## config.mk

```make
export PLATFORM = sky130hd
export DESIGN_NAME = atc_top
export DESIGN_NICKNAME = d
export VERILOG_FILES = /design/src/rtl/atc_pkg.sv /design/src/rtl/atc_clock_match.sv /design/src/rtl/atc_timer.sv /design/src/rtl/atc_flag.sv /design/src/rtl/atc_top.sv
export SDC_FILE = /design/constraint.sdc
export NUM_CORES = 1
export LEC_CHECK = 0
export BUFFER_PORTS_ARGS = -buffer_cell sky130_fd_sc_hd__buf_4
export CAP_MARGIN = 30
export CORE_UTILIZATION = 25
export DETAILED_ROUTE_END_ITERATION = 10
export PLACE_DENSITY = 0.57
export SLEW_MARGIN = 5
export SYNTH_ARGS = -nofsm -noshare
export SYNTH_HDL_FRONTEND = slang
export SYNTH_HIERARCHICAL = 1
export SYNTH_SLANG_ARGS = --single-unit
```

## constraint.sdc

```tcl
create_clock -name clk -period 1.8 [get_ports clk]
set_clock_uncertainty 0.2 [all_clocks]
set_input_delay 0.36 -clock clk [delete_from_list [all_inputs] [get_ports clk]]
set_output_delay 0.36 -clock clk [all_outputs]
set_load 0.005 [all_outputs]
```

## src/rtl/atc_pkg.sv

```systemverilog
package atc_pkg;
  localparam int BYTE_W = 8;

  typedef struct packed {
    logic [BYTE_W-1:0] hund;
    logic [BYTE_W-1:0] sec;
    logic [BYTE_W-1:0] min;
    logic [BYTE_W-1:0] hour;
    logic [BYTE_W-1:0] ydate;
    logic [BYTE_W-1:0] wdmon;
  } time_set_t;

  typedef enum logic [1:0] {
    AM_NONE    = 2'b00,
    AM_DAILY   = 2'b01,
    AM_WEEKDAY = 2'b10,
    AM_DATED   = 2'b11
  } alarm_mode_e;

  function automatic logic [BYTE_W-1:0] bcd_step(input logic [BYTE_W-1:0] v);
    logic [BYTE_W-1:0] r;
    if (v[3:0] >= 4'd9) r = {v[7:4] + 4'd1, 4'd0};
    else                r = {v[7:4], v[3:0] + 4'd1};
    return r;
  endfunction
endpackage

```

## src/rtl/atc_clock_match.sv

```systemverilog
module atc_clock_match
  import atc_pkg::*;
#(
  parameter int DATE_BITS = 6,
  parameter int MON_BITS  = 5
) (
  input  logic        clk,
  input  logic        rst_n,
  input  time_set_t   cnt,
  input  time_set_t   alm,
  input  alarm_mode_e mode,
  output logic        hit
);
  localparam int WD_LSB = MON_BITS;

  logic       time_eq, date_eq, wd_ok, match, match_q;
  logic [2:0] wday;

  assign wday    = cnt.wdmon[BYTE_W-1:WD_LSB];
  assign time_eq = (cnt.hund == alm.hund) && (cnt.sec == alm.sec) &&
                   (cnt.min == alm.min) && (cnt.hour == alm.hour);
  assign date_eq = (cnt.ydate[DATE_BITS-1:0] == alm.ydate[DATE_BITS-1:0]) &&
                   (cnt.wdmon[MON_BITS-1:0] == alm.wdmon[MON_BITS-1:0]);
  assign wd_ok   = (wday != 3'd7) && alm.wdmon[wday];

  always_comb begin
    unique case (mode)
      AM_DAILY:   match = time_eq;
      AM_WEEKDAY: match = time_eq && wd_ok;
      AM_DATED:   match = time_eq && date_eq;
      default:    match = 1'b0;
    endcase
  end

  always_ff @(posedge clk or negedge rst_n)
    if (!rst_n) match_q <= 1'b0;
    else        match_q <= match;

  assign hit = match && !match_q;
endmodule

```

## src/rtl/atc_timer.sv

```systemverilog
module atc_timer
  import atc_pkg::*;
#(
  parameter int                UNITS = 5,
  parameter logic [BYTE_W-1:0] TOP   = 8'h99
) (
  input  logic              clk,
  input  logic              rst_n,
  input  logic              run,
  input  logic [2:0]        unit_sel,
  input  logic [UNITS-1:0]  ticks,
  input  logic              load,
  input  logic [BYTE_W-1:0] load_val,
  input  logic              alm_on,
  input  logic [BYTE_W-1:0] alm_val,
  output logic [BYTE_W-1:0] value,
  output logic              wrap,
  output logic              alm_hit
);
  localparam int SEL_N = 8;

  logic [SEL_N-1:0] tick_vec;
  logic             step, match, match_q;

  assign tick_vec = SEL_N'({ticks, 1'b0});
  assign step     = run && tick_vec[unit_sel];
  assign wrap     = step && !load && (value == TOP);

  always_ff @(posedge clk or negedge rst_n) begin
    if (!rst_n)    value <= '0;
    else if (load) value <= load_val;
    else if (wrap) value <= '0;
    else if (step) value <= bcd_step(value);
  end

  assign match = alm_on && (value == alm_val);

  always_ff @(posedge clk or negedge rst_n)
    if (!rst_n) match_q <= 1'b0;
    else        match_q <= match;

  assign alm_hit = run && match && !match_q;
endmodule

```

## src/rtl/atc_flag.sv

```systemverilog
module atc_flag (
  input  logic clk,
  input  logic rst_n,
  input  logic sticky,
  input  logic set,
  input  logic clr,
  input  logic wave,
  output logic q
);
  always_ff @(posedge clk or negedge rst_n) begin
    if (!rst_n)      q <= 1'b0;
    else if (!sticky) q <= wave;
    else if (set)    q <= 1'b1;
    else if (clr)    q <= 1'b0;
  end
endmodule

```

## src/rtl/atc_top.sv

```systemverilog
module atc_top
  import atc_pkg::*;
#(
  parameter int                N_UNITS   = 5,
  parameter logic [BYTE_W-1:0] TIMER_TOP = 8'h99,
  parameter logic [BYTE_W-1:0] HALF_SEC  = 8'h50,
  parameter logic [BYTE_W-1:0] HALF_MIN  = 8'h30
) (
  input  logic              clk,
  input  logic              rst_n,
  input  logic              alarm_en,
  input  logic [7:0]        acr,
  input  logic [BYTE_W-1:0] cnt_hund,
  input  logic [BYTE_W-1:0] cnt_sec,
  input  logic [BYTE_W-1:0] cnt_min,
  input  logic [BYTE_W-1:0] cnt_hour,
  input  logic [BYTE_W-1:0] cnt_ydate,
  input  logic [BYTE_W-1:0] cnt_wdmon,
  input  logic [BYTE_W-1:0] al_hund,
  input  logic [BYTE_W-1:0] al_sec,
  input  logic [BYTE_W-1:0] al_min,
  input  logic [BYTE_W-1:0] al_hour,
  input  logic [BYTE_W-1:0] al_ydate,
  input  logic [BYTE_W-1:0] al_wdmon,
  input  logic [BYTE_W-1:0] al_timer,
  input  logic              tick_hund,
  input  logic              tick_sec,
  input  logic              tick_min,
  input  logic              tick_hour,
  input  logic              tick_day,
  input  logic              tmr_load,
  input  logic [BYTE_W-1:0] tmr_load_val,
  input  logic              clr_tflag,
  input  logic              clr_aflag,
  output logic              tflag,
  output logic              aflag,
  output logic [BYTE_W-1:0] timer_val,
  output logic              int_n
);
  localparam int FLAG_N = 2;
  localparam int F_TMR  = 0;
  localparam int F_ALM  = 1;

  time_set_t          cnt_s, alm_s;
  alarm_mode_e        mode;
  logic [N_UNITS-1:0] ticks;
  logic               clk_hit, tmr_hit, tmr_wrap;
  logic [FLAG_N-1:0]  f_set, f_clr, f_wave, f_q, f_ien;

  assign cnt_s = '{hund: cnt_hund, sec: cnt_sec, min: cnt_min, hour: cnt_hour,
                   ydate: cnt_ydate, wdmon: cnt_wdmon};
  assign alm_s = '{hund: al_hund, sec: al_sec, min: al_min, hour: al_hour,
                   ydate: al_ydate, wdmon: al_wdmon};
  assign mode  = alarm_mode_e'(acr[5:4]);
  assign ticks = N_UNITS'({tick_day, tick_hour, tick_min, tick_sec, tick_hund});

  atc_clock_match u_match (
    .clk(clk), .rst_n(rst_n), .cnt(cnt_s), .alm(alm_s), .mode(mode), .hit(clk_hit)
  );

  atc_timer #(.UNITS(N_UNITS), .TOP(TIMER_TOP)) u_timer (
    .clk(clk), .rst_n(rst_n), .run(alarm_en), .unit_sel(acr[2:0]), .ticks(ticks),
    .load(tmr_load), .load_val(tmr_load_val), .alm_on(acr[6]), .alm_val(al_timer),
    .value(timer_val), .wrap(tmr_wrap), .alm_hit(tmr_hit)
  );

  assign f_set[F_TMR]  = tmr_wrap;
  assign f_set[F_ALM]  = alarm_en && (clk_hit || tmr_hit);
  assign f_clr         = {clr_aflag, clr_tflag};
  assign f_wave[F_TMR] = cnt_hund >= HALF_SEC;
  assign f_wave[F_ALM] = cnt_sec >= HALF_MIN;
  assign f_ien         = {acr[7], acr[3]};

  for (genvar g = 0; g < FLAG_N; g++) begin : g_flag
    atc_flag u_flag (
      .clk(clk), .rst_n(rst_n), .sticky(alarm_en), .set(f_set[g]),
      .clr(f_clr[g]), .wave(f_wave[g]), .q(f_q[g])
    );
  end

  assign tflag = f_q[F_TMR];
  assign aflag = f_q[F_ALM];
  assign int_n = alarm_en ? !(|(f_q & f_ien)) : !f_q[F_TMR];
endmodule

```

# Word level (Yosys, flattened, before mapping)
# Cells that the tools add are included.
[op_classes]
n_bitwise = 1
eq_ne = 14
addsub = 2
order_cmp = 5
reduce_logical = 25
muxes = 16
[op_table]
columns = ["cell", "n"]
rows = [
  ["$eq 8x8->1", 5],
  ["$mux 8", 4],
  ["$logic_and 1x1->1", 15],
  ["$mux 1", 9],
  ["$add 4x1->4 const B", 2],
  ["$eq 8x8->1 const B", 1],
  ["$ge 8x6->1 const B", 1],
  ["$ge 8x7->1 const B", 1],
  ["$lt 3x4->1 const B", 2],
  ["$bmux 1 s3", 2],
  ["$eq 6x6->1", 1],
  ["$ne 3x1->1 const B", 2],
  ["$reduce_bool 3->1", 2],
  ["$eq 5x5->1", 1],
  ["$logic_not 1->1", 5],
  ["$eq 2x2->1 const B", 2],
  ["$ge 4x4->1 const B", 1],
  ["$ne 3x3->1 const B", 1],
  ["$pmux 1 s3", 1],
  ["$and 2x2->2", 1],
  ["$eq 2x1->1 const B", 1],
  ["$reduce_and 2->1", 1],
  ["$reduce_or 2->1", 1],
  ["$logic_or 1x1->1", 1],
]
[totals]
ff_bits = 12
inputBits = 131

# Logic depth before layout (Yosys ltp)
# Gate-level depths: netlist of run 1.
[logic_depth]
word_depth = 11
ltp_mapped = 8

# Hierarchy
# Netlist of run 1, hierarchy kept.
[modules_own_cells]
columns = ["mod", "n_inst", "area_per_inst_um2", "cells_each"]
rows = [
  ["atc_timer", 1, 768.2, 85],
  ["atc_clock_match", 1, 595.6, 67],
  ["atc_flag", 2, 45.0, 5],
  ["atc_top", 1, 42.5, 6],
]

# Worst setup path before layout of run 1
# Ideal clock, no wire load.
[synth_path]
path_kind = "in2reg"
from = "input port cnt_wdmon[5]"
to = "register g_flag[1].u_flag.q"
stages = 8
path_buffers = 0
required_time_ns = 1.474
arrival_ns = 1.569
setup_time_ns = 0.126
path_slack_ns = -0.094
cell_sequence = "mux4_2 -> o21a_1 -> a21oi_1 -> nor4_2 -> nor2b_1 -> o21a_1 -> inv_1 -> a31oi_1"
[synth_via]
elab_chain_cells = 10
[synth_rtl]
columns = ["item", "line", "source"]
rows = [
  ["from (decl)", "atc_top.sv:18", "input logic [BYTE_W-1:0] cnt_wdmon,"],
  ["$bmux 1 s3", "atc_clock_match.sv:24", "assign wd_ok = (wday != 3'd7) && alm.wdmon[wday];"],
  ["$mux 1 (not written as such)", "atc_clock_match.sv:24", ""],
  ["$logic_and 1x1->1 *", "atc_clock_match.sv:24", ""],
  ["$logic_and 1x1->1 *", "atc_clock_match.sv:29", "AM_WEEKDAY: match = time_eq && wd_ok;"],
  ["$pmux 1 s3 *", "atc_clock_match.sv:27", "unique case (mode)"],
  ["via u_match.match", "atc_clock_match.sv:16", "logic time_eq, date_eq, wd_ok, match, match_q;"],
  ["$logic_and 1x1->1 *", "atc_clock_match.sv:39", "assign hit = match && !match_q;"],
  ["via clk_hit", "atc_top.sv:47", "logic clk_hit, tmr_hit, tmr_wrap;"],
  ["$logic_or 1x1->1 *", "atc_top.sv:68", "assign f_set[F_ALM] = alarm_en && (clk_hit || tmr_hit);"],
  ["$logic_and 1x1->1 *", "atc_top.sv:68", ""],
  ["via f_set[1]", "atc_top.sv:48", "logic [FLAG_N-1:0] f_set, f_clr, f_wave, f_q, f_ien;"],
  ["$mux 1", "atc_flag.sv:13", "else if (set) q <= 1'b1;"],
  ["$mux 1", "atc_flag.sv:12", "else if (!sticky) q <= wave;"],
  ["to (signal assigned)", "atc_flag.sv:12", ""],
  ["to (decl)", "atc_flag.sv:8", "output logic q"],
]
# The timed path passes the listed nets; every way through them passes the cells marked *. The select of a mux whose other input is x is not followed.
# A chain may end at the register's enable or synchronous reset.

# Final worst setup path of run 1
[layout_path]
from = "input port al_hour[1]"
to = "register g_flag[1].u_flag.q"
[layout_via]
elab_chain_cells = 9
[layout_rtl]
columns = ["item", "line", "source"]
rows = [
  ["from (decl)", "atc_top.sv:22", "input logic [BYTE_W-1:0] al_hour,"],
  ["$eq 8x8->1 *", "atc_clock_match.sv:21", "(cnt.min == alm.min) && (cnt.hour == alm.hour);"],
  ["$logic_and 1x1->1 *", "atc_clock_match.sv:21", ""],
  ["$logic_and 1x1->1, on equally long branches", "atc_clock_match.sv:30, atc_clock_match.sv:29", ""],
  ["$pmux 1 s3 *", "atc_clock_match.sv:27", ""],
  ["via u_match.match", "atc_clock_match.sv:16", ""],
  ["$logic_and 1x1->1 *", "atc_clock_match.sv:39", ""],
  ["via clk_hit", "atc_top.sv:47", ""],
  ["$logic_or 1x1->1 *", "atc_top.sv:68", ""],
  ["$logic_and 1x1->1 *", "atc_top.sv:68", ""],
  ["via f_set[1]", "atc_top.sv:48", ""],
  ["$mux 1", "atc_flag.sv:13", ""],
  ["$mux 1", "atc_flag.sv:12", ""],
]
# The timed path passes the listed nets; every way through them passes the cells marked *.

==> flow_summary.yaml, run 1 <==
outcome:
  status: "finished with violations"
  violations: "setup timing"
setup_path:
  reg2reg_from: "u_timer/value[1]$_DFFE_PN0P_"
  crit_buf_inv: 2
  path_cells: "buf_4 > xor2_1 > nor4_2 > nand4_1 > nor4_2 > nor2b_1 > o21a_1 > inv_1 > a31oi_1"
  worstSetupStartpoint: "al_hour[1]"
  critical_path.max_stage_delay_ns: 0.35
  reg2reg_slack_ns: -0.02
  cp_max_fo: 2
  start_kind: "input port"
  crit_type: "input port to flip-flop"
  crit_arrival_ns: 1.85
  cp.required_ns: 1.77
  cpMostUsedCell: "nor4_2"
  cp-end-kind: "flip-flop"
  cp_slowest_cell: "nor4_2"
  critPathTopFamily: "simple AND/OR/NAND/NOR gates"
detailed_routing:
  drtAntennaViolNets: 0
  vias_per_cell: 4.55
  vias: 1884
  drt_first_pass_iters: 4
  wire_per_inst_um: 13.7
  drc_errors: 0
  first_iter_violations: 23
  routed_wl_um: 5660
die:
  rows: 27
  core_area_sq_um: 5640
  die_width_um: 79.4
  ioPinCount: 142
  die_area_sq_um: 6300
  die_h_um: 79.4
  floorplan.initialDensity_pct: 26.5
sta:
  min_period_ns: 1.88
  clock.fmax_mhz: 531
  setup_slack_ns: -0.0815
  period_share_pct: 105
  finalHoldViolations: 0
  setup_viol: 1
  final_max_slew_viol_count: 0
  rsz0062_at_grt: "true"
  whs_ns: 0.132
  slew_headroom_pct: 72.4
  max_slew.worst_pin.slew_ns: 0.413
synth:
  postSynthCellCount: 168
  synth_area_leader_cell: "xor2_1"
  synth_top_area_share_pct: 27.5
  synth_flop_cell: "dfrtp_1"
  synth-seq-cells: 12
  syn_area_per_cell_sq_um: 8.91
  yosysMostFrequentCell: "xor2_1"
  ys_warn_count: 6
  yosys-top-cells-count: "xor2_1 (47), dfrtp_1 (12), nand2_1 (10), a21oi_1 (9), nor4_1 (7)"
  ys_async_sr_fraction_pct: 100
  syn_area_sq_um: 1500
  synth_edf_count: 0
  synth.net_count: 304
  seq_area_frac_synth_pct: 20.1
  yosysUniqueCellTypes: 39
  synth_area_leaders: "xor2_1 (28%), dfrtp_1 (20%), ha_1 (4.2%)"
pwr:
  powerDensity_nw_per_um2: 437
  p_total_mw: 1.33
  vdd_drop_max_mv: 0.231
  p_leak_nw: 1.47
finish:
  fin_cells: 414
  antenna_cells: 0
  final_nets: 479
  layout-drive-gt1-share_pct: 59.9
  area_growth_pct: 103
grt:
  grt_max_degree: 17
  grt_pass1_vias: 1886
  overflow: 0
  antenna_found_initial: 0
  grt_usage_pct: 17.5
  grt_pass1_wl_um: 8510
clock_network:
  cts_inserted_buffers: 3
  clock_path_buffers: 2
  cts_root_buf: "clkbuf_8"
  clkTransAtPathRegs_ns: 0.06
  cts_tree: "built"
  cts_num_sinks: 12
  worstSkewPairLatency_ns: 0.24
  htreeDepth: 1
placed_design:
  place_congestion: 0.843
  place_hpwl_um: 4920
  post-place-ws_ns: -0.441
  io_buffer_count: 136
  dpl.cell_count: 407
job:
  maxCapViolCount: 0
hold_path:
  hp-class: "input port to flip-flop"
  hp-start: "tmr_load_val[7]"
cell usage in the layout, fill, tap and decap left out, types with 5 or more instances in the layout:
master and count:
xnor2_1 5, dfrtp_1 12, xor2_1 47, a21oi_1 5, nand2_1 10, buf_4 171
nor4_2 7, inv_1 5, nor4_1 5, a31oi_1 5
routing by layer:
layer / vias up / track usage [%] / routed length [um]
met1: 854 / 21.0 / 2250
met5: - / 0 / 0
met3: 14 / 1.72 / 238
met4: 0 / 6.91 / 142
li1: 955 / - / -
met2: 61 / 31.6 / 3040
area by class of cell:
type	instances	area, sq um
Fill cell	564	2610
Clock buffer	4	55.1
Tap cell	72	90.1
Inverter	6	22.5
Timing Repair Buffer	173	1310
Sequential cell	12	300
Multi-Input combinational cell	147	1260
through the flow:
stage / utilization [%] / TNS [ns] / instance area, sq um
after floorplan: - / -0.0792 / 1500
after global placement: 50.5 / -1.45 / 2850
after detailed placement: 50.5 / -1.86 / 2850
after CTS: 52.7 / -0.100 / 2980
after global routing: 53.8 / -0.352 / 3030
final: 53.8 / -0.0815 / 3030
flip-flops by register name (all words and copies together) (netlist names):
signal and cells:
g_flag.u_flag/q 2, u_match/match_q 1, u_timer/match_q 1, u_timer/value 8
report_power, final:
part           switching (mW)  leakage [nW]  internal (mW)
clock network           0.107        0.0288          0.194
logic                   0.279          1.30          0.428
registers              0.0248         0.148          0.294
cell families (layout without fill, tap and decap cells):
group	count (synthesis)	after routing	share of synthesized area, %
xor+xnor	52	52	30.4
simple gates	48	48	20.0
compound gates	37	37	18.6
flops	12	12	20.1
buf+inv	9	183	2.51
fa+ha+maj	5	5	4.18
mux	5	5	4.26
path summary, 6_finish.rpt:
| check | endpoint | depth (start not counted) |
|---|---|---|
| worst max-delay path | g_flag[1].u_flag/q$_DFFE_PN0P_ | 9 |
| min in group asynchronous | u_timer/value[7]$_DFFE_PN0P_ | 2 |
| worst min register to register | g_flag[0].u_flag/q$_DFFE_PN0P_ | 2 |
| worst min-delay path | u_timer/value[7]$_DFFE_PN0P_ | 3 |
| max in group asynchronous | u_timer/value[3]$_DFFE_PN0P_ | 2 |
| worst max register to register | g_flag[1].u_flag/q$_DFFE_PN0P_ | 8 |
worst register-to-register path, cell delays in order (launching register included):
cell     delay (ns)
dfrtp_1        0.41
xnor2_1        0.16
nand4_1        0.11
nor4_1         0.17
and3_1         0.22
nor3b_2        0.18
o21a_1         0.14
inv_1          0.04
a31oi_1        0.11
timing repair:
action / 4_1_cts / 5_1_grt
pin swaps: 5 / 3
hold endpoints to repair: 12 / 0
buffers inserted: 1 / 1
hold buffers: 1 / 0
endpoints found under the setup margin: 7 / 9
gates resized for setup: 11 / 11
Power figures use the tool's default switching activity.
==> inputs of run 2 (changes only) <==
- SKIP_LAST_GASP: unset -> 1
==> run 2 against run 1 <==
Sequential power hardly changed. Fmax is 0.32% lower. Critical path depth stayed put. First-iteration DRC count is 13% higher. Core utilization is 0.18 points lower. Non-clock buffer count stayed put. Hold slack stayed put. The flow still finishes with violations (setup timing). Design area is 0.33% lower.
==> flow_summary.yaml, run 2 (synthesized netlist as in run 1, its figures left out) <==
sta:
  rsz0062_at_grt: "true"
  max_slew.worst_pin.slew_ns: 0.407
  slew_headroom_pct: 72.8
  setup_viol: 1
  period_share_pct: 105
  whs_ns: 0.132
  setup_slack_ns: -0.0875
  finalHoldViolations: 0
  final_max_slew_viol_count: 0
  min_period_ns: 1.89
  clock.fmax_mhz: 530
setup_path:
  r2r_cells: 8
  worstReg2RegEnd: "g_flag[1].u_flag/q$_DFFE_PN0P_"
  critical_path.max_stage_delay_ns: 0.35
  critPathTopFamily: "simple AND/OR/NAND/NOR gates"
  crit_buf_inv: 2
  cp-end-kind: "flip-flop"
  crit_arrival_ns: 1.86
  start_kind: "input port"
  cp.depth: 9
  cp_max_fo: 2
  reg2reg_from: "u_timer/value[1]$_DFFE_PN0P_"
  cp.required_ns: 1.77
  cp_slowest_cell: "nor4_2"
  path_cells: "buf_4 > xor2_1 > nor4_2 > nand4_1 > nor4_2 > nor2b_1 > o21a_1 > inv_1 > a31oi_1"
  crit_type: "input port to flip-flop"
  worstSetupStartpoint: "al_min[2]"
  cpMostUsedCell: "nor4_2"
  reg2reg_slack_ns: -0.02
detailed_routing:
  wire_per_inst_um: 13.7
  wl_met2_um: 3040
  vias_per_cell: 4.55
  first_iter_violations: 26
  wl_met1_um: 2250
  vias: 1885
  drc_errors: 0
  drt_first_pass_iters: 4
  maxUsedRoutingLayer: "met4"
  routed_wl_um: 5670
  wl_met3_um: 236
  drtAntennaViolNets: 0
clock_network:
  clock_path_buffers: 2
  cts_tree: "built"
  htreeDepth: 1
  cts_root_buf: "clkbuf_8"
  cts_inserted_buffers: 3
  clkTransAtPathRegs_ns: 0.06
  worstSkewPairLatency_ns: 0.24
  cts_num_sinks: 12
pwr:
  combPwrFrac_pct: 53.2
  powerDensity_nw_per_um2: 438
  power_frac_clock_pct: 22.7
  netSwitchingFraction_pct: 30.9
  p_int_mw: 0.914
  power_frac_seq_pct: 24.1
  power.switching_mw: 0.409
  vdd_drop_max_mv: 0.231
  p_leak_nw: 1.47
finish:
  area_growth_pct: 102
  final_nets: 479
  multi_input_area_sq_um: 1250
  layout_common_cells: "buf_4 (172), xor2_1 (47), dfrtp_1 (12), nand2_1 (10)"
  top_regs: "u_timer/value: 8 flops, g_flag.u_flag/q: 2 flops"
  final_common_cell: "buf_4"
  fillCellCount: 563
  stdcell_area_sq_um: 3020
  antenna_cells: 0
  regArea_sq_um: 300
  largest_reg_flops: 8
  top_register: "u_timer/value"
  layout-drive-gt1-share_pct: 59.6
die:
  core_area_sq_um: 5640
  die_h_um: 79.4
  floorplan.initialDensity_pct: 26.5
  ioPinCount: 142
  rows: 27
  die_area_sq_um: 6300
  die_width_um: 79.4
placed_design:
  place_hpwl_um: 4920
  place_area_sq_um: 2850
  place_congestion: 0.843
  io_buffer_count: 136
hold_path:
  min_delay_path_depth: 3
  hp-start: "tmr_load_val[7]"
  hold_end: "u_timer/value[7]$_DFFE_PN0P_"
  hp-class: "input port to flip-flop"
grt:
  antenna_found_initial: 0
  grt_pass1_vias: 1889
  grt_pass1_wl_um: 8520
  grt_usage_pct: 17.5
  overflow: 0
  grt_max_degree: 17
job:
  maxCapViolCount: 0
outcome:
  violations: "setup timing"
  status: "finished with violations"
## run 2: cell counts in the layout (fill, tap and decap cells not counted)
No cell type changed its count.
## run 2: through the flow
stage | setup slack, ns | instances | power, mW | TNS [ns] | util (%)
6_report | -0.0875 | 414 | 1.32 | -0.0875 | 53.6
5_1_grt | -0.197 | 414 | 1.41 | -0.352 | 53.6
4_1_cts | -0.114 | 413 | 1.31 | -0.114 | 52.6
3_5_place_dp | -0.441 | 407 | 0.976 | -1.86 | 50.5
3_3_place_gp | -0.397 | 407 | 0.970 | -1.45 | 50.5
2_1_floorplan | -0.0792 | 168 | 0.561 | -0.0792 | -
## run 2: layer usage
metal | up-vias | GRT usage (%)
met5 | - | 0
met4 | 0 | 6.91
met3 | 14 | 1.72
met2 | 61 | 31.6
met1 | 855 | 21.0
li1 | 955 | -
## run 2: cell type report
| class | instances | area share (%) |
|---|---|---|
| clock buffer | 4 | 1.82 |
| timing repair buffer | 173 | 43.0 |
| tap | 72 | 2.98 |
| sequential | 12 | 9.93 |
| multi-input combinational | 147 | 41.5 |
| inverter | 6 | 0.745 |
## run 2: power groups by stage
| stage | Sequential [mW] | Combinational (mW) | Clock [mW] |
|---|---|---|---|
| 2_1_floorplan | 0.334 | 0.226 | 0 |
| 3_3_place_gp | 0.321 | 0.649 | 0 |
| 3_5_place_dp | 0.321 | 0.655 | 0 |
| 4_1_cts | 0.319 | 0.679 | 0.308 |
| 5_1_grt | 0.322 | 0.763 | 0.323 |
| 6_report | 0.319 | 0.704 | 0.301 |
## run 2: what timing repair did
| item | in CTS | in global routing |
|---|---|---|
| pin swaps | 5 | 3 |
| hold buffers | 1 | 0 |
| gates cloned | 0 | 0 |
| endpoints found under the hold margin | 12 | 0 |
| endpoints found under the setup margin | 7 | 9 |
| buffers inserted | 1 | 1 |
| gates resized for setup | 9 | 11 |
## run 2: how the worst max path moves through the flow
stage / to / slack (ns)
floorplan: g_flag[1].u_flag/q$_DFFE_PN0P_ / -0.08
global placement: g_flag[1].u_flag/q$_DFFE_PN0P_ / -0.40
detailed placement: g_flag[1].u_flag/q$_DFFE_PN0P_ / -0.44
CTS: g_flag[1].u_flag/q$_DFFE_PN0P_ / -0.11
global route: g_flag[1].u_flag/q$_DFFE_PN0P_ / -0.20
finish: g_flag[1].u_flag/q$_DFFE_PN0P_ / -0.09
## run 2: worst reg2reg max path, cell delays in order, from the launching register on
cell	delay, ns
dfrtp_1	0.41
xnor2_1	0.16
nand4_1	0.11
nor4_1	0.17
and3_1	0.22
nor3b_2	0.18
o21a_1	0.14
inv_1	0.04
a31oi_1	0.11
==> inputs of run 3 (changes only) <==
- PLACE_DENSITY: 0.57 -> unset
- PLACE_DENSITY_LB_ADDON: unset -> 0.3
==> run 3 against run 2 <==
Sequential power is essentially flat. The run still ends with setup timing left. Core utilization is 0.69 points lower. Critical path depth unchanged. Register-to-register slack got worse by 0.14 ns.
==> flow_summary.yaml, run 3 (synthesized netlist as in run 1, its figures left out) <==
outcome:
  status: "finished with violations"
  violations: "setup timing"
clock_network:
  cts_tree: "built"
  clkTransAtPathRegs_ns: 0.06
  cts_num_sinks: 12
  worstSkewPairLatency_ns: 0.25
  htreeDepth: 1
  clock_path_buffers: 2
  cts_inserted_buffers: 3
  cts_root_buf: "clkbuf_8"
placed_design:
  place_hpwl_um: 4820
  place_congestion: 0.804
  io_buffer_count: 136
grt:
  use_met2_pct: 34.7
  grt_max_degree: 17
  antenna_found_initial: 0
  grt_pass1_wl_um: 9050
  overflow: 0
  grt_util_met3_pct: 2.30
  top_usage_layer: "met2"
  grtUsageMet1_pct: 20.9
  grt_usage_pct: 18.4
  grt_pass1_vias: 2027
setup_path:
  reg2reg_slack_ns: -0.16
  crit_buf_inv: 2
  worstReg2RegEnd: "g_flag[1].u_flag/q$_DFFE_PN0P_"
  start_kind: "flip-flop"
  crit_type: "flip-flop to flip-flop"
  reg2reg_from: "u_timer/value[5]$_DFFE_PN0P_"
  crit_arrival_ns: 1.92
  critical_path.max_stage_delay_ns: 0.40
  cp.required_ns: 1.76
  worstSetupStartpoint: "u_timer/value[5]$_DFFE_PN0P_"
  r2r_cells: 9
  cp_max_fo: 2
  critPathTopFamily: "simple AND/OR/NAND/NOR gates"
  cp-end-kind: "flip-flop"
  cp_slowest_cell: "dfrtp_1"
  path_cells: "xnor2_1 > nand4_1 > nor4_2 > buf_4 > and3_1 > nor3b_2 > o21a_1 > inv_1 > a31oi_1"
die:
  core_area_sq_um: 5640
  die_area_sq_um: 6300
  floorplan.initialDensity_pct: 26.5
  die_width_um: 79.4
  rows: 27
  ioPinCount: 142
  die_h_um: 79.4
pwr:
  combPwrFrac_pct: 54.7
  vdd_drop_max_mv: 0.245
  p_int_mw: 0.861
  power_frac_seq_pct: 25.3
  p_leak_nw: 1.46
  powerDensity_nw_per_um2: 422
  netSwitchingFraction_pct: 31.6
  power_frac_clock_pct: 19.9
  power.switching_mw: 0.398
sta:
  min_period_ns: 1.96
  max_slew.worst_pin.slew_ns: 0.298
  period_share_pct: 109
  final_max_slew_viol_count: 0
  slew_headroom_pct: 80.0
  setup_slack_ns: -0.161
  setup_tns_ns: -0.323
  clock.fmax_mhz: 510
  rsz0062_at_grt: "true"
  finalHoldViolations: 0
  setup_viol: 7
hold_path:
  hold_end: "u_timer/value[6]$_DFFE_PN0P_"
  hp-start: "tmr_load_val[6]"
  min_delay_path_depth: 3
  hp-class: "input port to flip-flop"
finish:
  top_regs: "u_timer/value: 8 flops, g_flag.u_flag/q: 2 flops"
  layout-drive-gt1-share_pct: 58.7
  fillCellCount: 561
  antenna_cells: 0
  layout_common_cells: "buf_4 (169), xor2_1 (47), dfrtp_1 (12), nand2_1 (10), nor4_2 (7)"
  largest_reg_flops: 8
  regArea_sq_um: 300
  final_nets: 477
  multi_input_area_sq_um: 1240
  top_register: "u_timer/value"
  final_util_pct: 52.9
  area_growth_pct: 99.4
  final_common_cell: "buf_4"
detailed_routing:
  vias: 1860
  drtAntennaViolNets: 0
  routed_wl_um: 5490
  first_iter_violations: 54
  drc_errors: 0
  vias_per_cell: 4.53
  wire_per_inst_um: 13.4
  drt_first_pass_iters: 4
job:
  maxCapViolCount: 0
-- run 3: worst max-delay path by stage --
stage,endpoint,slack (ns),cells past startpoint
5_1_grt,g_flag[1].u_flag/q$_DFFE_PN0P_,-0.31,9
6_report,g_flag[1].u_flag/q$_DFFE_PN0P_,-0.16,9
2_1_floorplan,g_flag[1].u_flag/q$_DFFE_PN0P_,-0.08,8
3_3_place_gp,g_flag[1].u_flag/q$_DFFE_PN0P_,-0.46,9
4_1_cts,g_flag[1].u_flag/q$_DFFE_PN0P_,-0.14,9
3_5_place_dp,g_flag[1].u_flag/q$_DFFE_PN0P_,-0.48,9
-- run 3: what timing repair did --
item | in CTS | in global routing
hold endpoints to repair | 12 | 0
setup endpoints to repair | 9 | 10
hold buffers | 1 | 0
pin swaps | 3 | 3
resized for setup | 16 | 3
setup buffers | 1 | 0
-- run 3: layout make-up --
class | count | area share, %
Timing Repair Buffer | 171 | 43.2
Sequential cell | 12 | 10.1
Tap cell | 72 | 3.02
Multi-Input combinational cell | 147 | 41.5
Inverter | 6 | 0.839
Clock buffer | 3 | 1.38
-- run 3: tightest hold or removal path, stage by stage --
cell,delay (ns)
buf_4,0.07
nand2_1,0.05
o31ai_2,0.05
-- run 3: per-stage QoR --
step                      hold WS, ns  total power [mW]  setup slack (ns)  instances  cell area (sq um)
after CTS                       0.116              1.26            -0.137        411               2970
after global routing            0.121              1.35            -0.313        411               2980
after global placement         0.0151             0.966            -0.465        406               2840
after detailed placement       0.0191             0.974            -0.476        406               2840
after floorplan                -0.136             0.561           -0.0792        168               1500
final                           0.120              1.26            -0.161        411               2980
-- run 3: power groups by stage --
stage,sequential [mW],clock [mW],combinational (mW)
floorplan,0.334,0,0.226
global placement,0.321,0,0.645
detailed placement,0.322,0,0.652
CTS,0.319,0.260,0.685
global route,0.322,0.280,0.752
finish,0.319,0.251,0.688
-- run 3: routing by layer --
| metal | part of all wire [%] | vias up |
|---|---|---|
| met5 | 0 | - |
| li1 | - | 947 |
| met3 | 4.1 | 10 |
| met1 | 40 | 856 |
| met2 | 54 | 47 |
| met4 | 1.8 | 0 |
